### config.mk
export PLATFORM = sky130hd
export DESIGN_NAME = pirq_state_top
export DESIGN_NICKNAME = d
export VERILOG_FILES = /design/src/rtl/pirq_pkg.sv /design/src/rtl/pirq_access_filter.sv /design/src/rtl/pirq_bitmap.sv /design/src/rtl/pirq_line_edge.sv /design/src/rtl/pirq_sgi_gate.sv /design/src/rtl/pirq_state_top.sv
export SDC_FILE = /design/constraint.sdc
export NUM_CORES = 1
export LEC_CHECK = 0
export ABC_AREA = 1
export BUFFER_PORTS_ARGS = -buffer_cell sky130_fd_sc_hd__clkbuf_2
export CAP_MARGIN = 10
export CORE_MARGIN = 2
export CORE_UTILIZATION = 45
export CTS_BUF_LIST = sky130_fd_sc_hd__clkbuf_8
export DETAILED_ROUTE_END_ITERATION = 10
export GPL_TIMING_DRIVEN = 0
export PLACE_DENSITY_LB_ADDON = 0.1
export SYNTH_ARGS = -nofsm -noshare
export SYNTH_HDL_FRONTEND = slang
export SYNTH_SLANG_ARGS = --single-unit
### constraint.sdc
create_clock -name clk -period 2.79 [get_ports clk]
set_clock_uncertainty 0.2 [all_clocks]
set_input_delay 0.6975 -clock clk [delete_from_list [all_inputs] [get_ports clk]]
set_output_delay 0.6975 -clock clk [all_outputs]
set_load 0.005 [all_outputs]
### src/rtl/pirq_pkg.sv
package pirq_pkg;
  localparam int unsigned REG_AW = 4;

  localparam logic [REG_AW-1:0] A_GROUP  = 4'd0;
  localparam logic [REG_AW-1:0] A_EN_SET = 4'd1;
  localparam logic [REG_AW-1:0] A_EN_CLR = 4'd2;
  localparam logic [REG_AW-1:0] A_PD_SET = 4'd3;
  localparam logic [REG_AW-1:0] A_PD_CLR = 4'd4;
  localparam logic [REG_AW-1:0] A_AC_SET = 4'd5;
  localparam logic [REG_AW-1:0] A_AC_CLR = 4'd6;
  localparam logic [REG_AW-1:0] A_CFG_A  = 4'd7;
  localparam logic [REG_AW-1:0] A_CFG_B  = 4'd8;
  localparam logic [REG_AW-1:0] A_GRPMOD = 4'd9;
  localparam logic [REG_AW-1:0] A_NSACC  = 4'd10;

  typedef struct packed {
    logic grp_ok;
    logic priv_ok;
  } acc_rights_t;
endpackage

### src/rtl/pirq_access_filter.sv
module pirq_access_filter #(
  parameter int unsigned N = 32
) (
  input  logic                  secure,
  input  logic                  sec_disable,
  input  logic [N-1:0]          group,
  output logic [N-1:0]          mask,
  output pirq_pkg::acc_rights_t rights
);
  logic filtered;

  always_comb begin
    filtered       = !secure && !sec_disable;
    mask           = filtered ? group : {N{1'b1}};
    rights.grp_ok  = !filtered;
    rights.priv_ok = secure && !sec_disable;
  end
endmodule

### src/rtl/pirq_bitmap.sv
module pirq_bitmap #(
  parameter int unsigned N = 32
) (
  input  logic         clk,
  input  logic         rst,
  input  logic [N-1:0] set_v,
  input  logic [N-1:0] clr_v,
  input  logic [N-1:0] hw_set,
  output logic [N-1:0] q
);
  always_ff @(posedge clk) begin
    if (rst) q <= '0;
    else     q <= (q & ~clr_v) | set_v | hw_set;
  end


  bitmap_set_chk: assert property (@(posedge clk) disable iff (rst)
    (set_v != '0) |=> ((q & $past(set_v)) == $past(set_v)));


  bitmap_clr_chk: assert property (@(posedge clk) disable iff (rst)
    ((clr_v & ~set_v & ~hw_set) != '0) |=> ((q & $past(clr_v & ~set_v & ~hw_set)) == '0));
endmodule

### src/rtl/pirq_line_edge.sv
module pirq_line_edge #(
  parameter int unsigned N = 32
) (
  input  logic         clk,
  input  logic         rst,
  input  logic [N-1:0] level,
  input  logic [N-1:0] edge_cfg,
  output logic [N-1:0] rise_o,
  output logic [N-1:0] lvl_pend_o
);
  logic [N-1:0] level_q;

  always_ff @(posedge clk) begin
    if (rst) level_q <= '0;
    else     level_q <= level;
  end

  always_comb begin
    rise_o     = level & ~level_q & edge_cfg;
    lvl_pend_o = level & ~edge_cfg;
  end


  steady_line_chk: assert property (@(posedge clk) disable iff (rst)
    (level == $past(level)) |-> (rise_o == '0));
endmodule

### src/rtl/pirq_sgi_gate.sv
module pirq_sgi_gate #(
  parameter int unsigned N    = 32,
  parameter int unsigned NSGI = 16,
  localparam int unsigned IW  = $clog2(NSGI)
) (
  input  logic            req,
  input  logic [IW-1:0]   id,
  input  logic            grp1_req,
  input  logic            ns,
  input  logic            sec_disable,
  input  logic [NSGI-1:0] group,
  input  logic [2*NSGI-1:0] nsacc,
  output logic [N-1:0]    set_v
);
  logic       tgt_g1;
  logic [1:0] field;
  logic [1:0] need;
  logic       ok;

  always_comb begin
    tgt_g1 = group[id];
    field  = nsacc[{id, 1'b0} +: 2];
    need   = tgt_g1 ? 2'd2 : 2'd1;
    ok     = (grp1_req == tgt_g1) && (!ns || sec_disable || (field >= need));
    set_v  = '0;
    if (req && ok) set_v[id] = 1'b1;
  end
endmodule

### src/rtl/pirq_state_top.sv
module pirq_state_top #(
  parameter int unsigned NUM_IRQ = 32,
  parameter int unsigned NUM_SGI = 16,
  parameter int unsigned DW      = 32,
  localparam int unsigned AW     = pirq_pkg::REG_AW,
  localparam int unsigned HALF   = NUM_IRQ / 2,
  localparam int unsigned NSA_W  = 2 * NUM_SGI,
  localparam int unsigned SIW    = $clog2(NUM_SGI)
) (
  input  logic               clk,
  input  logic               rst,
  input  logic               reg_wr,
  input  logic               reg_rd,
  input  logic [AW-1:0]      reg_addr,
  input  logic [DW-1:0]      reg_wdata,
  input  logic               reg_secure,
  output logic [DW-1:0]      reg_rdata,
  input  logic               sec_disable,
  input  logic [NUM_IRQ-1:0] line_level,
  input  logic               sgi_req,
  input  logic [SIW-1:0]     sgi_id,
  input  logic               sgi_grp1,
  input  logic               sgi_ns,
  output logic [NUM_IRQ-1:0] pend_o,
  output logic [NUM_IRQ-1:0] enable_o,
  output logic [NUM_IRQ-1:0] active_o,
  output logic [NUM_IRQ-1:0] group_o
);
  import pirq_pkg::*;

  logic [NUM_IRQ-1:0] group_q, edge_q, grpmod_q;
  logic [NSA_W-1:0]   nsacc_q;
  logic [NUM_IRQ-1:0] mask;
  acc_rights_t        rights;
  logic [NUM_IRQ-1:0] en_set, en_clr, pd_set, pd_clr, ac_set, ac_clr;
  logic [NUM_IRQ-1:0] rise, lvl_pend, sgi_set, pd_hw;
  logic [HALF-1:0]    cfg_wr_bits;
  logic [2*HALF-1:0]  cfg_a, cfg_b;
  logic [NUM_IRQ-1:0] edge_m;
  logic [DW-1:0]      rd_val;

  pirq_access_filter #(.N(NUM_IRQ)) filt_i (
    .secure(reg_secure), .sec_disable(sec_disable), .group(group_q),
    .mask(mask), .rights(rights));

  pirq_line_edge #(.N(NUM_IRQ)) line_i (
    .clk(clk), .rst(rst), .level(line_level), .edge_cfg(edge_q),
    .rise_o(rise), .lvl_pend_o(lvl_pend));

  pirq_sgi_gate #(.N(NUM_IRQ), .NSGI(NUM_SGI)) sgi_i (
    .req(sgi_req), .id(sgi_id), .grp1_req(sgi_grp1), .ns(sgi_ns),
    .sec_disable(sec_disable), .group(group_q[NUM_SGI-1:0]),
    .nsacc(nsacc_q), .set_v(sgi_set));

  // set/clear strobes, masked per bit by the access filter
  always_comb begin
    en_set = (reg_wr && reg_addr == A_EN_SET) ? reg_wdata[NUM_IRQ-1:0] & mask : '0;
    en_clr = (reg_wr && reg_addr == A_EN_CLR) ? reg_wdata[NUM_IRQ-1:0] & mask : '0;
    pd_set = (reg_wr && reg_addr == A_PD_SET) ? reg_wdata[NUM_IRQ-1:0] & mask : '0;
    pd_clr = (reg_wr && reg_addr == A_PD_CLR) ? reg_wdata[NUM_IRQ-1:0] & mask : '0;
    ac_set = (reg_wr && reg_addr == A_AC_SET) ? reg_wdata[NUM_IRQ-1:0] & mask : '0;
    ac_clr = (reg_wr && reg_addr == A_AC_CLR) ? reg_wdata[NUM_IRQ-1:0] & mask : '0;
    pd_hw  = rise | sgi_set;
  end

  pirq_bitmap #(.N(NUM_IRQ)) en_i (.clk(clk), .rst(rst), .set_v(en_set),
    .clr_v(en_clr), .hw_set('0), .q(enable_o));
  pirq_bitmap #(.N(NUM_IRQ)) pd_i (.clk(clk), .rst(rst), .set_v(pd_set),
    .clr_v(pd_clr), .hw_set(pd_hw), .q(pend_o));
  pirq_bitmap #(.N(NUM_IRQ)) ac_i (.clk(clk), .rst(rst), .set_v(ac_set),
    .clr_v(ac_clr), .hw_set('0), .q(active_o));

  // two-bit-per-interrupt packing of the trigger mode
  assign edge_m = edge_q & mask;
  for (genvar k = 0; k < HALF; k++) begin : g_cfg
    assign cfg_a[2*k]     = 1'b0;
    assign cfg_a[2*k+1]   = edge_m[k];
    assign cfg_b[2*k]     = 1'b0;
    assign cfg_b[2*k+1]   = edge_m[HALF+k];
    assign cfg_wr_bits[k] = reg_wdata[2*k+1];
  end

  always_ff @(posedge clk) begin
    if (rst) begin
      group_q  <= '0;
      edge_q   <= '0;
      grpmod_q <= '0;
      nsacc_q  <= '0;
    end else if (reg_wr) begin
      if (reg_addr == A_GROUP && rights.grp_ok)  group_q  <= reg_wdata[NUM_IRQ-1:0];
      if (reg_addr == A_GRPMOD && rights.priv_ok) grpmod_q <= reg_wdata[NUM_IRQ-1:0];
      if (reg_addr == A_NSACC && rights.priv_ok)  nsacc_q  <= reg_wdata[NSA_W-1:0];
      if (reg_addr == A_CFG_B)
        edge_q[NUM_IRQ-1:HALF] <= (edge_q[NUM_IRQ-1:HALF] & ~mask[NUM_IRQ-1:HALF])
                                | (cfg_wr_bits & mask[NUM_IRQ-1:HALF]);
    end
  end

  always_comb begin
    rd_val = '0;
    case (reg_addr)
      A_GROUP:            rd_val = rights.grp_ok ? group_q : '0;
      A_EN_SET, A_EN_CLR: rd_val = enable_o & mask;
      A_PD_SET, A_PD_CLR: rd_val = (pend_o | lvl_pend) & mask;
      A_AC_SET, A_AC_CLR: rd_val = active_o & mask;
      A_CFG_A:            rd_val = cfg_a;
      A_CFG_B:            rd_val = cfg_b;
      A_GRPMOD:           rd_val = rights.priv_ok ? grpmod_q : '0;
      A_NSACC:            rd_val = rights.priv_ok ? nsacc_q : '0;
      default:            rd_val = '0;
    endcase
  end

  always_ff @(posedge clk) begin
    if (rst)         reg_rdata <= '0;
    else if (reg_rd) reg_rdata <= rd_val;
  end

  assign group_o = group_q;


  rdata_hold_chk: assert property (@(posedge clk) disable iff (rst)
    !reg_rd |=> $stable(reg_rdata));


  ns_mask_chk: assert property (@(posedge clk) disable iff (rst)
    (!reg_secure && !sec_disable) |-> ((mask & ~group_q) == '0));


  edge_latch_chk: assert property (@(posedge clk) disable iff (rst)
    (rise != '0) |=> ((pend_o & $past(rise)) == $past(rise)));


  grpmod_guard_chk: assert property (@(posedge clk) disable iff (rst)
    (reg_wr && reg_addr == A_GRPMOD && !(reg_secure && !sec_disable)) |=> $stable(grpmod_q));


  sgi_deny_chk: assert property (@(posedge clk) disable iff (rst)
    (sgi_req && sgi_ns && !sec_disable && nsacc_q[{sgi_id, 1'b0} +: 2] == 2'd0
     && !pend_o[sgi_id] && !reg_wr && rise[sgi_id] == 1'b0) |=> !pend_o[$past(sgi_id)]);


  group_guard_chk: assert property (@(posedge clk) disable iff (rst)
    (reg_wr && reg_addr == A_GROUP && !reg_secure && !sec_disable) |=> $stable(group_q));
endmodule

Yosys cells after proc, flatten, opt, wreduce, memory -nomap -nowiden
Index checks and enable logic that the tools add are counted.

Bits in registers: 272. Input bits: 81.

$lt $le $gt $ge: 4. Reductions and logical operators: 28. Equality and inequality tests: 11. Shift-type cells: 1. Bitwise operators: 26. Multiplexer cells: 17.

Operators by type and width (number): $and 32x32->32 (11); $mux 32 (10); $pmux 32 s8 (1); $or 32x32->32 (6); $not 32->32 (5); $and 16x16->16 (2); $shiftx 32x6->2 (1); $eq 4x3->1 const B (4); $mux 16 (1); $not 16->16 (1); $or 16x16->16 (1); $logic_and 1x1->1 (14); $eq 4x4->1 const B (3); $eq 4x2->1 const B (2); $reduce_and 2->1 (4); $lt 4x6->1 const B (1); $reduce_or 2->1 (3); $lt 4x5->1 const B (1); $bmux 1 s4 (1); $demux 1 s4 (1); $eq 4x1->1 const B (1); $ge 4x1->1 const B (1); $logic_not 1->1 (4); $logic_not 4->1 (1); other kinds (5) (7).

Depth between registers and ports, before layout
Gate-level depths: netlist (run 1).

Depth in word-level cells: 10. Gate-level depth with buffers: 15.

Modules after synthesis
Synthesis (run 1) repeated with hierarchy kept, for this count alone.

Cell total of the unflattened synthesis: 2439. Area, all modules: 14649.0 um^2.

Modules (own cells, without submodules): pirq_state_top (times used 1, cells each 1527, area an instance 8677.1 um^2, sequential area each 2882.8 um^2); pirq_bitmap (times used 3, cells each 163, area an instance 1194.9 um^2, sequential area each 640.6 um^2); pirq_line_edge (times used 1, cells each 195, area an instance 1275.0 um^2, sequential area each 640.6 um^2); pirq_sgi_gate (times used 1, cells each 157, area an instance 810.8 um^2, sequential area each 0.0 um^2); pirq_access_filter (times used 1, cells each 71, area an instance 301.5 um^2, sequential area each 0.0 um^2).

Least setup slack after synthesis (run 1)
No wires, ideal clock.

Path kind: input -> register. From: input port sgi_id[0]. To: register pd_i.q[10]. Arrival: 2.772 ns. Path buffers: 3. Library setup time: 0.070 ns. Required time: 2.520 ns. Path slack: -0.252 ns. Stages on the path: 12. Cell sequence: buf_4 -> nand2_1 -> clkbuf_1 -> o22ai_1 -> o21ai_0 -> nand4_1 -> ha_1 -> o21ai_0 -> a31oi_1 -> clkbuf_1 -> nand4_1 -> a21oi_1.

Word-level cells in the longest chain between the ends: 10. Elaborated cells on any way between the ends: 17. Classes of those cells: order compare: 3; eq/ne: 1; shift: 1; mux: 6; bitwise: 2; reduce/logical: 4.

RTL lines: start: declaration (RTL line pirq_state_top.sv:21) `input logic [SIW-1:0] sgi_id,`; $bmux 1 s4 (RTL line pirq_sgi_gate.sv:21) `tgt_g1 = group[id];`; $mux 1 (not written as such) (RTL line pirq_sgi_gate.sv:21); $mux 2 (RTL line pirq_sgi_gate.sv:23) `need = tgt_g1 ? 2'd2 : 2'd1;`; $ge 2x2->1 (RTL line pirq_sgi_gate.sv:24) `ok = (grp1_req == tgt_g1) && (!ns || sec_disable || (field >= need));`; $logic_or 1x1->1 (RTL line pirq_sgi_gate.sv:24); $logic_and 1x1->1 (RTL line pirq_sgi_gate.sv:24); $logic_and 1x1->1 (RTL line pirq_sgi_gate.sv:26) `if (req && ok) set_v[id] = 1'b1;`; $mux 16 (*) (RTL line pirq_sgi_gate.sv:26); $or 32x32->32 (*) (RTL line pirq_state_top.sv:63) `pd_hw = rise | sgi_set;`; $or 32x32->32 (*) (RTL line pirq_bitmap.sv:13) `else q <= (q & ~clr_v) | set_v | hw_set;`; end signal: assignment (RTL line pirq_bitmap.sv:13); end: declaration (RTL line pirq_bitmap.sv:9) `output logic [N-1:0] q`.

Every way passes the cells marked *; elsewhere a longest branch is shown, timed or not. The select of a mux whose other input is x is not followed. A chain may end at the register's enable or synchronous reset.

Worst setup path in the final report (run 1)
From: input port sec_disable. To: register reg_rdata[24].

Word-level cells in the longest chain between the ends: 5. Elaborated cells on any way between the ends: 11. Classes of those cells: mux: 5; bitwise: 3; reduce/logical: 3.

RTL lines: start: declaration (RTL line pirq_state_top.sv:18) `input logic sec_disable,`; $logic_not 1->1 (*) (RTL line pirq_access_filter.sv:13, pirq_access_filter.sv:16); $logic_and 1x1->1 (RTL line pirq_access_filter.sv:13) `filtered = !secure && !sec_disable;`; $mux 32 (RTL line pirq_access_filter.sv:14) `mask = filtered ? group : {N{1'b1}};`; $and 32x32->32 (on tied branches) (RTL line pirq_state_top.sv:105, pirq_state_top.sv:103, pirq_state_top.sv:104); $pmux 32 s8 (*) (RTL line pirq_state_top.sv:101) `case (reg_addr)`; end signal: assignment (RTL line pirq_state_top.sv:116) `else if (reg_rd) reg_rdata <= rd_val;`; end: declaration (RTL line pirq_state_top.sv:17) `output logic [DW-1:0] reg_rdata,`.

Every way passes the cells marked *; elsewhere a longest branch is shown, timed or not.

==> qor.txt, run 1 <==
clock slew at reported path FFs -> 0.06 ns
global-route wire length before repair -> 74240 microns
post-synth top area cell -> dfxtp_1
root buffer cell -> clkbuf_8
EDFF count, synth -> 0
combinational share of power -> 9.5%
drt pass-1 iters -> 9
Ports -> 241
synth unique cells -> 28
post-route cell area -> 14430 sq um
initial DRC count -> 1610
final setup vio count -> 0
dominant synthesized flop cell -> dfxtp_1
Tightest Pin Transition -> 0.9346 ns
Tot Pwr -> 7.863 mW
gr ovfl total -> 0
Synth Area per Inst -> 6.847 sq um
switching part of the total -> 27.40%
Die Width -> 166.6 microns
HPWL after DPL -> 37550 microns
Max-Cap Viols -> 0
GRT Total Usage -> 34.57%
via count -> 13810
Layout Nets -> 2106
Final Cycle Share -> 98.69%
Mapped Cells -> 1737
CP Max Fanout -> 10
Layout area overhead -> 21.34%
async set-reset flop share out of synthesis -> 0%
Final Hold Vio Count -> 0
min setup slack post-route -> 0.03664 ns
Seq pwr share -> 47.6%
vias in the first global route -> 12490
# hold bufs at CTS -> 0
# rows -> 59
top cells by area, synth -> dfxtp_1 (43%), nand2_1 (14%), a21oi_1 (6.7%)
CP Launch Type -> primary input
Yosys top cell area share -> 43.09%
status -> completed
RSZ-0062 raised after global routing -> no
Worst Hold Class -> in2reg
DIE AREA -> 27740 sq um
YS warnings -> 0
final WL -> 50090 microns
CTS Buf Count -> 44
CTS tree -> yes
mapped cell area -> 11890 sq um
core box area -> 25980 sq um
initial antenna violation count -> 1
worst vdd ir -> 426.9 uV
H-Tree Depth -> 2
IO buf count -> 238
critical path capture point type -> register
Final ANT Viol Nets -> 0
DR vias/cell -> 5.787
chip height -> 166.6 microns
Worst-Skew Late Latency -> 0.57 ns
Final min period -> 2.753 ns
clk buf depth -> 3
Seq/Total Area, Yosys -> 43.09%
pin count of the biggest net entering global routing -> 11
Starting Density -> 45.77%
Wirelength per Cell -> 20.98 microns
pwr/cell area -> 544.9 nW/um^2
Synth Register Bits -> 256
total cell area at the placement stage -> 13520 sq um
NetSw -> 2.155 mW
Critical Path RT -> 3.07 ns
Max Clock Freq -> 363.2 MHz
leakage power -> 6.058 nW
Post-route DRC -> 0
share of layout cells above drive strength 1 -> 17.60%
Slew headroom -> 37.21%
clk sink count -> 256
RePlAce Congestion -> 0.9953
Net Count, Synth -> 1820
worst slack at placement -> -0.9491 ns
Crit Path Class -> in2reg
cell internal pwr -> 5.709 mW
fin. max-slew vios -> 0
clock network fraction of design power -> 42.9%
CP arrival -> 3.03 ns
path summary, 6_finish.rpt:
check                                     from                 end  slack, ns  cells after the start
worst min register to register    grpmod_q[16]        grpmod_q[16]       0.26                      2
worst max-delay path               sec_disable       reg_rdata[24]       0.04                      9
worst max register to register      group_o[0]          pd_i.q[13]       0.34                     13
worst min-delay path            line_level[24]  line_i.level_q[24]       0.18                      3
cell usage after synthesis, types with 2 or more instances:
master    number
a211oi_1      80
a21oi_1      159
a22oi_1       17
a31oi_1       17
buf_1          3
buf_2         27
buf_4          6
clkbuf_1      72
dfxtp_1      256
ha_1           2
inv_1        146
inv_2          7
nand2_1      439
nand2_2        2
nand3_1      113
nand4_1       17
nor2_1       177
nor2_2         4
nor3_1         2
o21ai_0      119
o21ai_1       18
o22ai_1       48
stage by stage:
step                TNS, ns  instances  hold slack [ns]  util [%]
finish                    0       2387           0.1776     55.53
detailed placement   -27.80       2310           0.2513     52.02
CTS                       0       2385           0.1646     55.39
floorplan                 0       1737           0.2345         -
global placement     -27.07       2310           0.2487     52.02
global route              0       2387           0.1855     55.53
power groups by stage:
stage	clock network [mW]	logic (mW)	registers (mW)
CTS	3.39	0.712	3.74
detailed placement	0	0.705	3.82
finish	3.38	0.744	3.74
global route	3.58	0.790	3.75
floorplan	0	0.368	3.81
global placement	0	0.702	3.82
metal layers:
| layer | wire [microns] | global-route usage (%) | vias up |
|---|---|---|---|
| met2 | 21170 | 51.29 | 890 |
| met5 | 0 | 0 | - |
| met1 | 20950 | 49.51 | 6413 |
| li1 | - | - | 6380 |
| met4 | 1755 | 12.37 | 0 |
| met3 | 6208 | 7.414 | 130 |
critical path, stage by stage:
cell      delay, ns
clkbuf_2       0.11
nor2_1         0.41
nand2_1        0.45
inv_2          0.17
clkbuf_1       0.55
a21oi_1        0.26
nand2_1        0.17
nand2_1        0.07
a21oi_1        0.14
repair_timing:
action | 4_1_cts | 5_1_grt
buffers inserted | 1 | 0
cloned | 0 | 1
gates resized for setup | 10 | 9
setup endpoints to repair | 16 | 20
pin swaps | 1 | 1
final cells by class:
class | count | area (sq um)
antenna | 1 | 2.502
buffer | 108 | 496.7
clock buffer | 57 | 784.5
clock inverter | 17 | 67.56
fill | 2652 | 11550
inverter | 153 | 574.3
multi-input combinational | 1220 | 5754
sequential | 256 | 5125
tap | 335 | 419.2
timing repair buffer | 240 | 1206
cells in the final DEF (no fill, tap or decap), drive strengths merged:
master / netlist / layout
nand4: 18 / 18
a22oi: 17 / 17
nor2: 182 / 182
clkinv: 0 / 3
clkbuf: 72 / 368
or2: 1 / 1
diode: 0 / 1
a211oi: 80 / 80
o21ai: 137 / 137
a21oi: 159 / 159
dfxtp: 256 / 256
a31oi: 17 / 17
o21bai: 1 / 1
inv: 153 / 167
ha: 2 / 2
and3: 1 / 1
o22ai: 48 / 48
buf: 36 / 37
nor3: 2 / 2
nand3: 113 / 113
nand2: 441 / 441
o2111a: 1 / 1
state kept, by name, indices dropped and copies added (netlist names), named ones only:
name,cells
en_i.q,32
reg_rdata,32
grpmod_q,32
ac_i.q,32
group_o,32
nsacc_q,32
line_i.level_q,16
pd_i.q,32
cell families (layout without fill, tap and decap cells):
kind of cell               count (synthesis)  count (layout)  synth area share (%)
AOI/OAI and AO/OA                        460             460                 22.19
adders and majority gates                  2               2                0.2104
buffers and inverters                    261             575                 8.711
DFF                                      256             256                 43.09
other                                      0               1                     0
and+or+nand+nor                          758             758                 25.80
Note: power is estimated with default switching activity, not from simulation.
==> inputs of run 2 (changes only) <==
- CORE_UTILIZATION: 45 -> 52
==> run 2 against run 1 <==
  * Final area down 0.70%
  * Combinational power down 0.8%
  * Fmax down 2.6%
  * Global-route usage up 4.6 points
  * Wire length down 3.2%
  * Clock power down 2%
  * Count of clock-buffer cells in the layout down 1
  * The run now ends with negative setup slack left
  * First-iteration DRC count up 21%
  * Setup slack worse by 0.074 ns
==> qor.txt, run 2 (synthesized netlist as in run 1, its figures left out) <==
status -> complete, but fails checks
failing checks -> negative setup slack
RePlAce Congestion -> 0.9763
HPWL after DPL -> 36210 microns
gr ovfl total -> 0
vias in the first global route -> 12530
FF+latch area -> 5125 sq um
Starting Density -> 52.69%
Post-route DRC -> 0
CP Launch Type -> primary input
most frequent cells in the layout -> nand2_1 (439), dfxtp_1 (256), clkbuf_2 (239)
Final Cycle Share -> 101.3%
# rows -> 55
initial DRC count -> 1943
# hold bufs at CTS -> 0
Max-Cap Viols -> 0
Max Clock Freq -> 353.7 MHz
root buffer cell -> clkbuf_8
worst slack at placement -> -1.004 ns
clock slew at reported path FFs -> 0.06 ns
Slew headroom -> 31.06%
via count -> 13730
Worst Hold Class -> in2reg
Tot Pwr -> 7.802 mW
fin. max-slew vios -> 0
Tightest Pin Transition -> 1.030 ns
most common cell after layout, fill and taps aside -> nand2_1
H-Tree Depth -> 2
drt pass-1 iters -> 5
share of layout cells above drive strength 1 -> 17.48%
pin count of the biggest net entering global routing -> 11
CP arrival -> 3.06 ns
final setup vio count -> 3
leakage power -> 6.033 nW
worst vdd ir -> 378.5 uV
Wirelength per Cell -> 20.77 microns
CP Max Fanout -> 10
final WL -> 48470 microns
core box area -> 22570 sq um
DR vias/cell -> 5.881
CTS tree -> yes
Die Width -> 155.2 microns
multi-input logic area -> 5751 sq um
Crit Path Class -> in2reg
chip height -> 155.2 microns
critical path capture point type -> register
Fin Setup TNS -> -0.06019 ns
Layout Nets -> 2105
global-route wire length before repair -> 71820 microns
DIE AREA -> 24100 sq um
min setup slack post-route -> -0.03729 ns
pwr/cell area -> 544.5 nW/um^2
Critical Path RT -> 3.02 ns
IO buf count -> 238
GRT Total Usage -> 39.17%
Fill cells -> 2174
clk sink count -> 256
Worst-Skew Late Latency -> 0.56 ns
RSZ-0062 raised after global routing -> no
initial antenna violation count -> 0
CTS Buf Count -> 44
Final Hold Vio Count -> 0
Core Util, Final -> 63.48%
Final min period -> 2.827 ns
Layout area overhead -> 20.48%
Ports -> 241
Final ANT Viol Nets -> 0
clk buf depth -> 3
run 2: report_power, final:
| group | internal [mW] | switching, mW | leakage [nW] |
|---|---|---|---|
| combinational | 0.186 | 0.552 | 3.48 |
| sequential | 3.71 | 0.0340 | 2.07 |
| clock | 1.78 | 1.54 | 0.482 |
run 2: final timing paths:
path | startpoint | to | slack [ns] | cells past startpoint
max reg2reg | group_o[0] | pd_i.q[12] | 0.28 | 13
min | line_level[19] | line_i.level_q[19] | 0.17 | 3
min reg2reg | reg_rdata[17] | reg_rdata[17] | 0.26 | 2
max | sec_disable | reg_rdata[25] | -0.04 | 10
run 2: final cells by class:
| class | instances | area share (%) |
|---|---|---|
| Sequential cell | 256 | 35.77 |
| Tap cell | 285 | 2.489 |
| Inverter | 153 | 4.008 |
| Antenna cell | 1 | 0.01746 |
| Timing Repair Buffer | 239 | 8.365 |
| Buffer | 108 | 3.388 |
| Clock buffer | 56 | 5.379 |
| Multi-Input combinational cell | 1220 | 40.13 |
| Clock inverter | 16 | 0.4541 |
run 2: timing repair:
item                                    4_1_cts  5_1_grt
buffers inserted                              1        0
endpoints found under the hold margin         0        0
endpoints found under the setup margin       16       13
pin swaps                                     1        2
gates resized for setup                       9       11
run 2: metal layers:
metal | global-route usage, % | wire length [microns] | up-vias
met1 | 55.27 | 19990 | 6301
met3 | 11.31 | 6679 | 127
met2 | 56.74 | 20140 | 924
li1 | - | - | 6375
met4 | 14.94 | 1662 | 0
met5 | 0 | 0 | -
run 2: worst max-delay path: stages:
cell and delay [ns]:
clkbuf_2 0.10, nor2_1 0.52, inv_1 0.19, nand2_1 0.25
buf_1 0.60, o22ai_1 0.15, nor2_1 0.23, nand2_1 0.17
nand2_1 0.09, a21oi_1 0.06
run 2: stage by stage:
| step | std cells | hold WS (ns) | area [sq um] |
|---|---|---|---|
| global placement | 2260 | 0.2486 | 13460 |
| global route | 2333 | 0.1783 | 14330 |
| detailed placement | 2260 | 0.2525 | 13460 |
| finish | 2334 | 0.1665 | 14330 |
| floorplan | 1737 | 0.2345 | 11910 |
| CTS | 2333 | 0.1618 | 14320 |
